`src/rtl/intc_pkg.sv`:
```
package intc_pkg;
    localparam int LVLW      = 5;
    localparam int PRIOW     = 4;
    localparam int TRAP_LVL0 = 16;
    localparam int VEC_BASE  = 4;

    // class 3 = highest trap tier
    function automatic int trap_class(input int idx);
        if (idx == 0)      return 3;
        else if (idx == 1) return 2;
        else               return 1;
    endfunction
endpackage

```
`src/rtl/intc_arb.sv`:
```
module intc_arb
    import intc_pkg::*;
#(
    parameter int NSRC = 8,
    parameter int IDXW = 3
) (
    input  logic [NSRC-1:0]            req,
    input  logic [NSRC-1:0]            en,
    input  logic [NSRC-1:0][PRIOW-1:0] prio,
    input  logic [LVLW-1:0]            cur,
    output logic                       valid,
    output logic [IDXW-1:0]            idx,
    output logic [LVLW-1:0]            lvl
);
    logic [PRIOW-1:0] best;

    always_comb begin
        valid = 1'b0;
        idx   = '0;
        best  = '0;
        for (int i = 0; i < NSRC; i++) begin
            if (req[i] && en[i] && (LVLW'(prio[i]) > cur) &&
                (!valid || prio[i] > best)) begin
                valid = 1'b1;
                idx   = IDXW'(i);
                best  = prio[i];
            end
        end
        lvl = LVLW'(best);
    end
endmodule

```
`src/rtl/intc_trapsel.sv`:
```
module intc_trapsel
    import intc_pkg::*;
#(
    parameter int NTRAP = 4,
    parameter int TIDXW = 2,
    parameter int VECW  = 4
) (
    input  logic [NTRAP-1:0] pend,
    input  logic [LVLW-1:0]  cur,
    output logic             valid,
    output logic [TIDXW-1:0] idx,
    output logic [LVLW-1:0]  lvl,
    output logic [VECW-1:0]  vec
);
    logic [NTRAP-1:0][LVLW-1:0] cls_lvl;
    logic [NTRAP-1:0][VECW-1:0] cls_vec;

    for (genvar g = 0; g < NTRAP; g++) begin : g_cls
        assign cls_lvl[g] = LVLW'(TRAP_LVL0 + trap_class(g) - 1);
        assign cls_vec[g] = VECW'(3 - trap_class(g));
    end

    always_comb begin
        valid = 1'b0;
        idx   = '0;
        lvl   = '0;
        vec   = '0;
        for (int i = 0; i < NTRAP; i++) begin
            if (pend[i] && cls_lvl[i] > cur && (!valid || cls_lvl[i] > lvl)) begin
                valid = 1'b1;
                idx   = TIDXW'(i);
                lvl   = cls_lvl[i];
                vec   = cls_vec[i];
            end
        end
    end
endmodule

```
`src/rtl/intc_stack.sv`:
```
module intc_stack
    import intc_pkg::*;
#(
    parameter int DEPTH = 8
) (
    input  logic            clk,
    input  logic            rst_n,
    input  logic            push,
    input  logic            pop,
    input  logic [LVLW-1:0] push_val,
    output logic [LVLW-1:0] top,
    output logic            full,
    output logic            empty
);
    localparam int CNTW = $clog2(DEPTH + 1);
    localparam int PTRW = (DEPTH > 1) ? $clog2(DEPTH) : 1;

    typedef struct packed {
        logic [DEPTH-1:0][LVLW-1:0] mem;
        logic [CNTW-1:0]            cnt;
    } stk_t;

    stk_t s_d, s_q;

    assign full  = (s_q.cnt == CNTW'(DEPTH));
    assign empty = (s_q.cnt == '0);
    assign top   = empty ? '0 : s_q.mem[PTRW'(s_q.cnt - 1'b1)];

    always_comb begin
        s_d = s_q;
        if (push && !full) begin
            s_d.mem[PTRW'(s_q.cnt)] = push_val;
            s_d.cnt = s_q.cnt + 1'b1;
        end else if (pop && !empty) begin
            s_d.cnt = s_q.cnt - 1'b1;
        end
    end

    always_ff @(posedge clk) begin
        if (!rst_n) s_q <= '0;
        else        s_q <= s_d;
    end

    p_cnt_bound_r11: assert property (@(posedge clk) disable iff (!rst_n)
        s_q.cnt <= CNTW'(DEPTH));
endmodule

```
`src/rtl/prio_intc.sv`:
```
module prio_intc
    import intc_pkg::*;
#(
    parameter int NSRC  = 8,
    parameter int NTRAP = 4,
    parameter int DEPTH = 8
) (
    input  logic                                 clk,
    input  logic                                 rst_n,
    input  logic [NSRC-1:0]                      src_evt,
    input  logic                                 cfg_we,
    input  logic [$clog2(NSRC)-1:0]              cfg_sel,
    input  logic [PRIOW+1:0]                     cfg_wdata,
    output logic [PRIOW+1:0]                     cfg_rdata,
    input  logic [NTRAP-1:0]                     trap_evt,
    input  logic                                 tfr_we,
    input  logic [NTRAP-1:0]                     tfr_wdata,
    output logic [NTRAP-1:0]                     tfr_q,
    input  logic                                 int_ack,
    input  logic                                 int_ret,
    output logic                                 int_req,
    output logic                                 int_is_trap,
    output logic [$clog2(VEC_BASE+NSRC)-1:0]     int_vec,
    output logic [LVLW-1:0]                      int_lvl,
    output logic [LVLW-1:0]                      cpu_prio
);
    localparam int IDXW  = $clog2(NSRC);
    localparam int TIDXW = (NTRAP > 1) ? $clog2(NTRAP) : 1;
    localparam int VECW  = $clog2(VEC_BASE + NSRC);

    typedef struct packed {
        logic [NSRC-1:0]            req;
        logic [NSRC-1:0]            en;
        logic [NSRC-1:0][PRIOW-1:0] prio;
        logic [NTRAP-1:0]           tpend;
        logic [NTRAP-1:0]           tflag;
        logic [LVLW-1:0]            cur;
    } st_t;

    st_t st_d, st_q;

    logic             n_valid, t_valid;
    logic [IDXW-1:0]  n_idx;
    logic [TIDXW-1:0] t_idx;
    logic [LVLW-1:0]  n_lvl, t_lvl, stk_top;
    logic [VECW-1:0]  t_vec;
    logic             stk_full, stk_empty, ack_fire, pop_fire;

    intc_arb #(.NSRC(NSRC), .IDXW(IDXW)) u_arb (
        .req(st_q.req), .en(st_q.en), .prio(st_q.prio), .cur(st_q.cur),
        .valid(n_valid), .idx(n_idx), .lvl(n_lvl)
    );

    intc_trapsel #(.NTRAP(NTRAP), .TIDXW(TIDXW), .VECW(VECW)) u_trap (
        .pend(st_q.tpend), .cur(st_q.cur),
        .valid(t_valid), .idx(t_idx), .lvl(t_lvl), .vec(t_vec)
    );

    intc_stack #(.DEPTH(DEPTH)) u_stk (
        .clk(clk), .rst_n(rst_n), .push(ack_fire), .pop(pop_fire),
        .push_val(st_q.cur), .top(stk_top), .full(stk_full), .empty(stk_empty)
    );

    assign int_req     = (t_valid || n_valid) && !stk_full;
    assign int_is_trap = t_valid;
    assign int_vec     = t_valid ? t_vec : VECW'(VEC_BASE + int'(n_idx));
    assign int_lvl     = t_valid ? t_lvl : n_lvl;
    assign cpu_prio    = st_q.cur;
    assign tfr_q       = st_q.tflag;
    assign cfg_rdata   = {st_q.req[cfg_sel], st_q.en[cfg_sel], st_q.prio[cfg_sel]};
    assign ack_fire    = int_ack && int_req;
    assign pop_fire    = int_ret && !int_ack && !stk_empty;

    always_comb begin
        st_d = st_q;
        for (int i = 0; i < NSRC; i++) begin
            if (ack_fire && !t_valid && n_idx == IDXW'(i)) st_d.req[i] = 1'b0;
            if (src_evt[i])                                st_d.req[i] = 1'b1;
            if (cfg_we && cfg_sel == IDXW'(i)) begin
                st_d.req[i]  = cfg_wdata[PRIOW+1];
                st_d.en[i]   = cfg_wdata[PRIOW];
                st_d.prio[i] = cfg_wdata[PRIOW-1:0];
            end
        end
        for (int j = 0; j < NTRAP; j++) begin
            if (ack_fire && t_valid && t_idx == TIDXW'(j)) st_d.tpend[j] = 1'b0;
            if (trap_evt[j])                               st_d.tpend[j] = 1'b1;
        end
        if (tfr_we) st_d.tflag = st_q.tflag & tfr_wdata;
        st_d.tflag = st_d.tflag | trap_evt;
        if (ack_fire)      st_d.cur = int_lvl;
        else if (pop_fire) st_d.cur = stk_top;
    end

    always_ff @(posedge clk) begin
        if (!rst_n) st_q <= '0;
        else        st_q <= st_d;
    end

    p_irq_above_cur_r2: assert property (@(posedge clk) disable iff (!rst_n)
        (int_req && !int_is_trap) |-> (int_lvl > cpu_prio));
    p_no_lvl0_r3: assert property (@(posedge clk) disable iff (!rst_n)
        int_req |-> (int_lvl != '0));
    p_ack_level_r6: assert property (@(posedge clk) disable iff (!rst_n)
        (int_ack && int_req) |=> (cpu_prio == $past(int_lvl)));
    p_ret_restore_r7: assert property (@(posedge clk) disable iff (!rst_n)
        (int_ret && !int_ack && !stk_empty) |=> (cpu_prio == $past(stk_top)));
    p_tflag_sticky_r8: assert property (@(posedge clk) disable iff (!rst_n)
        !tfr_we |=> (($past(tfr_q) & ~tfr_q) == '0));
    p_trap_blocks_irq_r9: assert property (@(posedge clk) disable iff (!rst_n)
        (int_req && cpu_prio >= LVLW'(TRAP_LVL0)) |-> int_is_trap);
    p_full_blocks_r11: assert property (@(posedge clk) disable iff (!rst_n)
        stk_full |-> !int_req);
endmodule

```
`config.mk`:
```
export PLATFORM = sky130hd
export DESIGN_NAME = prio_intc
export DESIGN_NICKNAME = d
export VERILOG_FILES = /design/src/rtl/intc_pkg.sv /design/src/rtl/intc_arb.sv /design/src/rtl/intc_trapsel.sv /design/src/rtl/intc_stack.sv /design/src/rtl/prio_intc.sv
export SDC_FILE = /design/constraint.sdc
export NUM_CORES = 1
export LEC_CHECK = 0
export BUFFER_PORTS_ARGS = -buffer_cell sky130_fd_sc_hd__buf_2
export CAP_MARGIN = 20
export CORE_UTILIZATION = 25
export DETAILED_ROUTE_END_ITERATION = 8
export SYNTH_ARGS = -nofsm -noshare
export SYNTH_HDL_FRONTEND = slang
export SYNTH_HIERARCHICAL = 1
export SYNTH_SLANG_ARGS = --single-unit
```
`constraint.sdc`:
```
create_clock -name clk -period 12 [get_ports clk]
set_clock_uncertainty 0.1 [all_clocks]
set_input_delay 0.6 -clock clk [delete_from_list [all_inputs] [get_ports clk]]
set_output_delay 0.6 -clock clk [all_outputs]
set_load 0.03 [all_outputs]
```
==> out/results.ini, run 1 <==
[status]
status = finished, final reports clean

[global_routing]
grtUsageMet1_pct = 18.4
gr-total-overflow = 0
grt_pass1_vias = 5911
grt_max_degree = 64
grt_util_met3_pct = 2.13
grt_antenna_before_repair = 0
use_met2_pct = 24.0
grt_pass1_wl_um = 33800
grtUsageTotal_pct = 14.1
grt-busiest-layer = met2

[floorplanning]
core_area_mm2 = 0.0291
initial_core_util_pct = 25.7
die_w_um = 175
die_y_um = 175
pin_count = 57
die_area_mm2 = 0.0306
rows = 62

[yosys]
ys_seq_area_share_pct = 28.1
synth-seq-cells = 105
synth_top_area_share_pct = 28.1
yosys.area.top_type = dfxtp_1
async_reset_ff_share_pct = 0
synth_edf_count = 0
yosys_warnings = 6
synth_area_leaders = dfxtp_1, mux2i_1, ha_1
yosys.cell_types.count = 72
syn_area_per_cell_um2 = 9.39
netlist_area_mm2 = 0.00747
synth_flop_cell = dfxtp_1
synthCells = 796

[layout]
final_common_cell = dfxtp_1
antenna_cells = 0
final_cell_mix = dfxtp_1, mux2i_1, nor2_1
drive_above_1_share_pct = 24.2
final_nets = 942
instances_no_fill = 1238
areaGrowthSynthToFinish_pct = 18.7

[worst_setup_path]
cp_top_family = compound AO/OA/AOI/OAI gates
cpPeakStageDelay_ns = 0.33
cp.required_ns = 11.30
cpMaxStageDelayCell = dfxtp_2
endpoint_kind = primary output
crit_buf_inv = 5
crit_path_max_fanout = 6
crit_path_start_kind = flop
arrival_ns = 11.26
cpMostUsedCell = o21a_1
path_class = reg2out

[clocking]
hold_buffers = 0
clk_latency_ns = 0.37
cts_root_buffer = clkbuf_16
htree_levels = 3
clk_transition_reported_paths_ns = 0.07
clock_sinks = 105
cts_tree = yes
clockBufferDepth = 2
cts_buffers = 9

[pwr]
internal_power_w = 0.000647
net-switching-power_w = 0.000380
combPwrFrac_pct = 33.0
power_density_mw_per_mm2 = 116
pwr-share-clk_pct = 29.4
swShare_pct = 37.0
leakagePower_nw = 3.80
max-vdd-ir-drop_v = 0.0000654
total_power_w = 0.00103
pwr-share-seq_pct = 37.6

[timing]
relSlewSlack_pct = 36.9
setup_violations = 0
hold_viol = 0
slew_violations = 0
max_slew.worst_pin.slew_ns = 0.934
holdWs_ns = 0.379
period_share_pct = 99.7
fmax_ghz = 0.0836
rsz0062_at_grt = true
post-route-min-period_ns = 11.96

[detailed_routing]
drt_wl_total_um = 22000
drt_iter0_markers = 467
ant_nets = 0
wire_per_inst_um = 17.8
avgViaCountPerCell = 5.06
drc = 0
route.vias.total = 6269
first_pass_iters = 5

[placed_design]
placed_cells = 1201
numPortBuffers = 56
dp_hpwl_um = 16200
place.gp.congestion = 0.846

[flow_run]
maxCapViolCount = 0

[hold_path]
hold_path.class = reg2reg

-- state kept, by name, summed over array words and instances, names as in the netlist --
name and cells:
cpu_prio 5, tfr_q 4, u_stk/s_q 44, st_q 52
-- metal layers --
metal | routed length [um] | up-vias
li1 | - | 3018
met1 | 9750 | 3039
met2 | 10900 | 180
met3 | 998 | 32
met4 | 353 | 0
met5 | 0 | -
-- Yosys cell counts, drive strengths merged (2+ instances only) --
| master | instances |
|---|---|
| a21boi | 10 |
| a21o | 8 |
| a21oi | 24 |
| a22o | 4 |
| a22oi | 2 |
| a311o | 4 |
| a311oi | 3 |
| a31o | 3 |
| a31oi | 13 |
| a32oi | 8 |
| and2 | 8 |
| and3 | 2 |
| and4 | 3 |
| and4b | 2 |
| buf | 39 |
| clkbuf | 26 |
| conb | 2 |
| dfxtp | 105 |
| ha | 62 |
| inv | 37 |
| mux2 | 11 |
| mux2i | 86 |
| mux4 | 22 |
| nand2 | 28 |
| nand2b | 9 |
| nand3 | 6 |
| nand3b | 2 |
| nand4 | 18 |
| nand4b | 8 |
| nor2 | 72 |
| nor2b | 60 |
| nor3 | 2 |
| nor3b | 2 |
| nor4bb | 3 |
| o211ai | 15 |
| o21a | 18 |
| o21ai | 34 |
| o22ai | 4 |
| o31ai | 6 |
| o41ai | 7 |
| or2 | 2 |
| or3b | 2 |
-- worst register-to-register path: cells and delay by family (launching register included) --
kind,cells,cell delay (ns)
AOI/OAI and AO/OA,33,5.78
and+or+nand+nor,19,2.50
adders and majority gates,8,2.18
buffers and inverters,5,0.57
DFF,1,0.33
-- path summary, 6_finish.rpt --
check	slack [ns]	start	to	cells after the start
worst max register to register	0.43	cpu_prio[1]$_SDFFE_PN0P_	st_q[56]$_SDFFE_PN0P_	65
worst min-delay path	0.38	tfr_q[2]$_SDFF_PN0_	tfr_q[2]$_SDFF_PN0_	2
worst max-delay path	0.04	cpu_prio[1]$_SDFFE_PN0P_	int_vec[0]	63
worst min register to register	0.38	tfr_q[2]$_SDFF_PN0_	tfr_q[2]$_SDFF_PN0_	2
-- cell families after synthesis --
group,after synthesis,synth area share [%]
muxes,119,20.4
xor gates and xnor gates,2,0.335
other,2,0.100
buffers and inverters,103,6.93
AOI/OAI and AO/OA,170,16.1
adders and majority gates,62,10.4
DFF,105,28.1
and+or+nand+nor,233,17.6
-- stage by stage --
step	area [um2]	setup WS (ns)	utilization [%]	TNS, ns
after floorplan	7490	0.114	-	0
after global placement	8090	0.158	27.8	0
after detailed placement	8090	-0.103	27.8	-0.295
after CTS	8550	0.00158	29.4	0
after global routing	8870	-0.517	30.5	-4.10
final	8870	0.0416	30.5	0
-- timing repair --
| item | 4_1_cts | 5_1_grt |
|---|---|---|
| gates resized for setup | 22 | 52 |
| pin swaps | 16 | 28 |
| setup buffers | 10 | 11 |
| setup endpoints to repair | 12 | 20 |
-- layout make-up --
| type | instances | area (um2) |
|---|---|---|
| flip-flops and latches | 105 | 2110 |
| clock inverters | 7 | 72.6 |
| well taps | 384 | 480 |
| multi-input cells | 591 | 5150 |
| inverters | 38 | 143 |
| clock buffers | 9 | 225 |
| repair buffers | 104 | 687 |
| fillers | 3021 | 20200 |
-- power groups by stage --
stage,registers (W),clock network (W),logic (W)
3_5_place_dp,0.000393,0,0.000324
4_1_cts,0.000385,0.000309,0.000329
6_report,0.000386,0.000302,0.000339
2_1_floorplan,0.000383,0,0.000256
5_1_grt,0.000388,0.000321,0.000368
3_3_place_gp,0.000393,0,0.000321
Power figures use the tool's default switching activity.
==> run 2, diff against run 1 <==
==> constraint.sdc (replaced) <==
create_clock -name clk -period 12 [get_ports clk]
set_clock_uncertainty 0.1 [all_clocks]
set_input_delay 1.2 -clock clk [delete_from_list [all_inputs] [get_ports clk]]
set_output_delay 1.2 -clock clk [all_outputs]
set_load 0.03 [all_outputs]
==> run 2 against run 1 <==
- utilization up 2.5 points
- non-clock buffer count is 59 higher
- via count grew 6.0%
- largest cell class unchanged
- critical path type unchanged
- clock power up 6%
- the run now ends with negative setup slack left
- sequential share of layout area down 1.8 points
- cell area increased by 8.2%
- critical endpoint is now int_lvl[3]
==> out/results.ini, run 2 (synthesized netlist as in run 1, its figures left out) <==
[status]
status = finished, violations left
violations = negative setup slack

[timing]
holdWs_ns = 0.387
max_slew.worst_pin.slew_ns = 0.877
setup_violations = 8
final.setup.worst_slack_ns = -0.431
slew_violations = 0
period_share_pct = 104
post-route-min-period_ns = 12.43
fmax_ghz = 0.0804
relSlewSlack_pct = 41.6
hold_viol = 0
rsz0062_at_grt = true

[worst_setup_path]
path_class = reg2out
arrival_ns = 11.13
rr_endpoint = cpu_prio[1]$_SDFFE_PN0P_
regToRegSetupSlack_ns = 0.50
crit_path_max_fanout = 6
startpoint = cpu_prio[3]$_SDFFE_PN0P_
cpMostUsedCell = o21a_1
crit_path_start_kind = flop
cpMaxStageDelayCell = dfxtp_2
crit_end = int_lvl[3]
worstRegToRegCells = 71
endpoint_kind = primary output
r2r_start = cpu_prio[3]$_SDFFE_PN0P_
cpPeakStageDelay_ns = 0.35
cp.required_ns = 10.70

[layout]
antenna_cells = 0
fin_area_mm2 = 0.00960
final_cell_mix = buf_4, dfxtp_1, mux2i_1
largest-register = st_q
layout.area.seq_mm2 = 0.00211
areaGrowthSynthToFinish_pct = 28.4
final_util_pct = 33.0
instances_no_fill = 1297
final_nets = 1001
drive_above_1_share_pct = 33.0
multiInputGateArea_mm2 = 0.00538
fill_cells = 2934
final_common_cell = buf_4
largest_reg_flops = 52

[detailed_routing]
drc = 0
ant_nets = 0
route.vias.total = 6647
first_pass_iters = 5
drt_iter0_markers = 490
drt_wl_total_um = 23600
wire_per_inst_um = 18.2
avgViaCountPerCell = 5.12

[placed_design]
dp_hpwl_um = 16300
numPortBuffers = 56
placed_cells = 1227
place_area_mm2 = 0.00834
place.gp.congestion = 0.856

[clocking]
hold_buffers = 0
cts_tree = yes
htree_levels = 3
clk_latency_ns = 0.36
clock_sinks = 105
clk_transition_reported_paths_ns = 0.08
cts_buffers = 9
cts_root_buffer = clkbuf_16
clockBufferDepth = 2

[pwr]
swShare_pct = 36.1
power_density_mw_per_mm2 = 111
max-vdd-ir-drop_v = 0.0000621
pwr-share-seq_pct = 36.2
internal_power_w = 0.000682
pwr-share-clk_pct = 30.0
net-switching-power_w = 0.000385
combPwrFrac_pct = 33.8
leakagePower_nw = 4.15

[floorplanning]
initial_core_util_pct = 25.7
die_w_um = 175
die_y_um = 175
die_area_mm2 = 0.0306
core_area_mm2 = 0.0291
rows = 62
pin_count = 57

[global_routing]
grt_pass1_wl_um = 36400
grt_pass1_vias = 6414
gr-total-overflow = 0
grt_antenna_before_repair = 0
grt_max_degree = 64
grtUsageTotal_pct = 15.2

[hold_path]
hold_path.class = reg2reg

[flow_run]
maxCapViolCount = 0

run 2: cell types whose count changed in the layout (fill, tap and decap cells not counted), moves of 4 or more:
cell / before / now
a31oi_1: 12 / 8
buf_6: 5 / 14
ha_1: 52 / 42
buf_4: 48 / 101
nand2_1: 26 / 21
ha_4: 10 / 18
inv_1: 33 / 27
run 2: stage by stage:
stage / TNS, ns / worst slack [ns] / total power [W]
2_1_floorplan: 0 / 0.00280 / 0.000647
3_3_place_gp: 0 / 0.0681 / 0.000724
3_5_place_dp: -1.91 / -0.302 / 0.000728
4_1_cts: -0.943 / -0.213 / 0.00106
5_1_grt: -6.27 / -0.867 / 0.00112
6_report: -2.58 / -0.431 / 0.00107
run 2: worst min path at each step:
stage               cells after the start                  startpoint                         end  slack (ns)
global route                            2       st_q[53]$_SDFFE_PN0P_       st_q[53]$_SDFFE_PN0P_        0.42
global placement                        2  u_stk/s_q[25]$_SDFFE_PN0P_  u_stk/s_q[25]$_SDFFE_PN0P_        0.37
floorplan                               2       st_q[53]$_SDFFE_PN0P_       st_q[53]$_SDFFE_PN0P_        0.34
CTS                                     2       st_q[53]$_SDFFE_PN0P_       st_q[53]$_SDFFE_PN0P_        0.39
detailed placement                      2   u_stk/s_q[9]$_SDFFE_PN0P_   u_stk/s_q[9]$_SDFFE_PN0P_        0.38
finish                                  2         tfr_q[3]$_SDFF_PN0_         tfr_q[3]$_SDFF_PN0_        0.39
run 2: repair_timing:
item,in CTS,in global routing
setup endpoints to repair,8,12
pin swaps,17,25
resized for setup,46,62
buffers inserted,44,11
run 2: routing by layer:
| layer | global-route usage [%] | wire (um) |
|---|---|---|
| met5 | 0 | 0 |
| met4 | 6.85 | 840 |
| met3 | 1.74 | 838 |
| met2 | 26.1 | 11800 |
| met1 | 18.9 | 10100 |
run 2: critical path: cells and delay by family, from the launching register on:
kind | cells | cell delay, ns
AOI/OAI and AO/OA | 33 | 5.07
adders and majority gates | 8 | 1.95
and+or+nand+nor | 15 | 1.85
buffers and inverters | 10 | 1.23
DFF | 1 | 0.35
muxes | 1 | 0.33
run 2: power groups by stage:
| stage | logic [W] | clock network (W) | registers, W |
|---|---|---|---|
| global route | 0.000390 | 0.000342 | 0.000389 |
| floorplan | 0.000263 | 0 | 0.000384 |
| finish | 0.000360 | 0.000320 | 0.000386 |
| CTS | 0.000349 | 0.000326 | 0.000385 |
| detailed placement | 0.000335 | 0 | 0.000393 |
| global placement | 0.000331 | 0 | 0.000393 |
run 2: area by class of cell:
class / instances / area share [%]
timing repair buffer: 163 / 12.0
clock inverter: 7 / 0.991
inverter: 38 / 1.56
sequential: 105 / 22.0
tap: 384 / 5.01
multi-input combinational: 591 / 56.0
clock buffer: 9 / 2.35
==> run 3, diff against run 2 <==
--- a/config.mk
+++ b/config.mk
@@ -7,6 +7,7 @@
 export LEC_CHECK = 0
 export BUFFER_PORTS_ARGS = -buffer_cell sky130_fd_sc_hd__buf_2
 export CAP_MARGIN = 20
+export CORE_ASPECT_RATIO = 0.5
 export CORE_UTILIZATION = 25
 export DETAILED_ROUTE_END_ITERATION = 8
 export SYNTH_ARGS = -nofsm -noshare
==> run 3 against run 2 <==
- the run still ends with negative setup slack left
- maximum frequency down 2.2%
- sequential share of layout area barely moved
- cell area rose by 0.22%
- final cell count is 0.39% higher
- utilization about the same
- worst setup slack worse by 0.27 ns
- sequential cell count is the same
- first-iteration DRC count rose by 6.3%
- count of clock-buffer cells in the layout unchanged
- critical path type unchanged
- highest routed layer unchanged
==> out/results.ini, run 3 (synthesized netlist as in run 1, its figures left out) <==
[clocking]
clk_latency_ns = 0.36
clk_transition_reported_paths_ns = 0.08
hold_buffers = 0
cts_root_buffer = clkbuf_16
cts_tree = yes
cts_buffers = 9
clock_sinks = 105
clockBufferDepth = 2
htree_levels = 3

[floorplanning]
pin_count = 57
rows = 44
die_y_um = 124
die_area_mm2 = 0.0306
initial_core_util_pct = 25.6
die_w_um = 247
core_area_mm2 = 0.0292

[hold_path]
whs_endpoint = tfr_q[0]$_SDFF_PN0_
hold_path.class = reg2reg
holdPathStages = 2
hp-start = tfr_q[0]$_SDFF_PN0_

[layout]
drive_above_1_share_pct = 32.6
fin_area_mm2 = 0.00962
areaGrowthSynthToFinish_pct = 28.7
largest_reg_flops = 52
final_common_cell = dfxtp_1
final_nets = 999
largest-register = st_q
final_cell_mix = dfxtp_1, buf_4, mux2i_1
antenna_cells = 0

[placed_design]
place_area_mm2 = 0.00837
dp_hpwl_um = 15900
place.gp.congestion = 0.884
numPortBuffers = 56

[timing]
final.setup.tns_ns = -4.52
post-route-min-period_ns = 12.71
period_share_pct = 106
max_slew.worst_pin.slew_ns = 0.858
slew_violations = 0
fmax_ghz = 0.0787
rsz0062_at_grt = true
hold_viol = 0
final.setup.worst_slack_ns = -0.706
setup_violations = 8
relSlewSlack_pct = 42.6

[worst_setup_path]
r2r_start = cpu_prio[1]$_SDFFE_PN0P_
cpMaxStageDelayCell = dfxtp_2
arrival_ns = 11.41
rr_endpoint = st_q[55]$_SDFFE_PN0P_
crit_buf_inv = 8
endpoint_kind = primary output
path_class = reg2out
cpMostUsedCell = o21a_1
cp.required_ns = 10.70
crit_path_max_fanout = 6
cp_top_family = compound AO/OA/AOI/OAI gates
worstRegToRegCells = 69
crit_path_start_kind = flop
cpPeakStageDelay_ns = 0.34
regToRegSetupSlack_ns = 0.33

[status]
violations = negative setup slack
status = finished, violations left

[detailed_routing]
first_pass_iters = 5
wire_per_inst_um = 17.7
route.vias.total = 6627
drt_iter0_markers = 521
ant_nets = 0
drt_wl_total_um = 23000
drc = 0
avgViaCountPerCell = 5.09

[global_routing]
grt_max_degree = 64
grt_pass1_wl_um = 35600
gr-total-overflow = 0
grtUsageTotal_pct = 14.7
grt_antenna_before_repair = 0
grt_pass1_vias = 6574

[pwr]
power_density_mw_per_mm2 = 109
leakagePower_nw = 4.15
total_power_w = 0.00104
max-vdd-ir-drop_v = 0.0000595

[flow_run]
maxCapViolCount = 0

-- run 3: cell count changes in the layout (fill, tap and decap cells not counted), moves of 4 or more --
cell,change
ha_1,+7
ha_4,-7
buf_4,-4
o41ai_1,-4
-- run 3: final cells by class --
type / instances / area [um2]
clock inverters: 7 / 58.8
flip-flops and latches: 105 / 2110
fillers: 2925 / 19600
well taps: 391 / 489
clock buffers: 9 / 225
repair buffers: 161 / 1160
inverters: 38 / 153
multi-input cells: 591 / 5420
-- run 3: layer usage --
metal,track usage [%],vias to the layer above,part of all wire [%]
met5,0,-,0
met3,1.87,54,4.1
met1,17.6,3230,42
li1,-,3138,-
met2,26.2,205,51
met4,6.25,0,3.0
-- run 3: what timing repair did --
item,CTS,global route
gates resized for setup,63,61
setup endpoints to repair,8,20
buffers inserted,44,11
pin swaps,20,31
-- run 3: worst register-to-register path, delay by kind of cell, from the launching register on --
kind	cells	cell delay, ns
adders and majority gates	8	1.99
DFF	1	0.34
AOI/OAI and AO/OA	34	5.71
buffers and inverters	11	1.37
and+or+nand+nor	16	2.05
-- run 3: per-stage QoR --
stage / instances / setup WS, ns / hold slack, ns / util, %
after floorplan: 799 / 0.00280 / 0.340 / -
after global placement: 1233 / -0.0519 / 0.366 / 28.6
after detailed placement: 1234 / -0.466 / 0.378 / 28.7
after CTS: 1293 / -0.322 / 0.392 / 31.6
after global routing: 1302 / -1.15 / 0.413 / 33.0
final: 1302 / -0.706 / 0.386 / 33.0
-- run 3: worst max-delay path by stage --
stage | to | cells after the start | from
final | int_lvl[1] | 66 | cpu_prio[1]$_SDFFE_PN0P_
after global routing | int_lvl[1] | 66 | cpu_prio[1]$_SDFFE_PN0P_
after CTS | int_lvl[1] | 63 | cpu_prio[1]$_SDFFE_PN0P_
after detailed placement | int_lvl[0] | 63 | cpu_prio[2]$_SDFFE_PN0P_
after global placement | int_lvl[1] | 63 | cpu_prio[2]$_SDFFE_PN0P_
after floorplan | int_lvl[0] | 65 | cpu_prio[1]$_SDFFE_PN0P_
-- run 3: power breakdown --
part,internal [W],switching (W),leakage [nW]
clock,0.000145,0.000148,0.135
combinational,0.000153,0.000212,3.16
sequential,0.000364,0.0000220,0.856
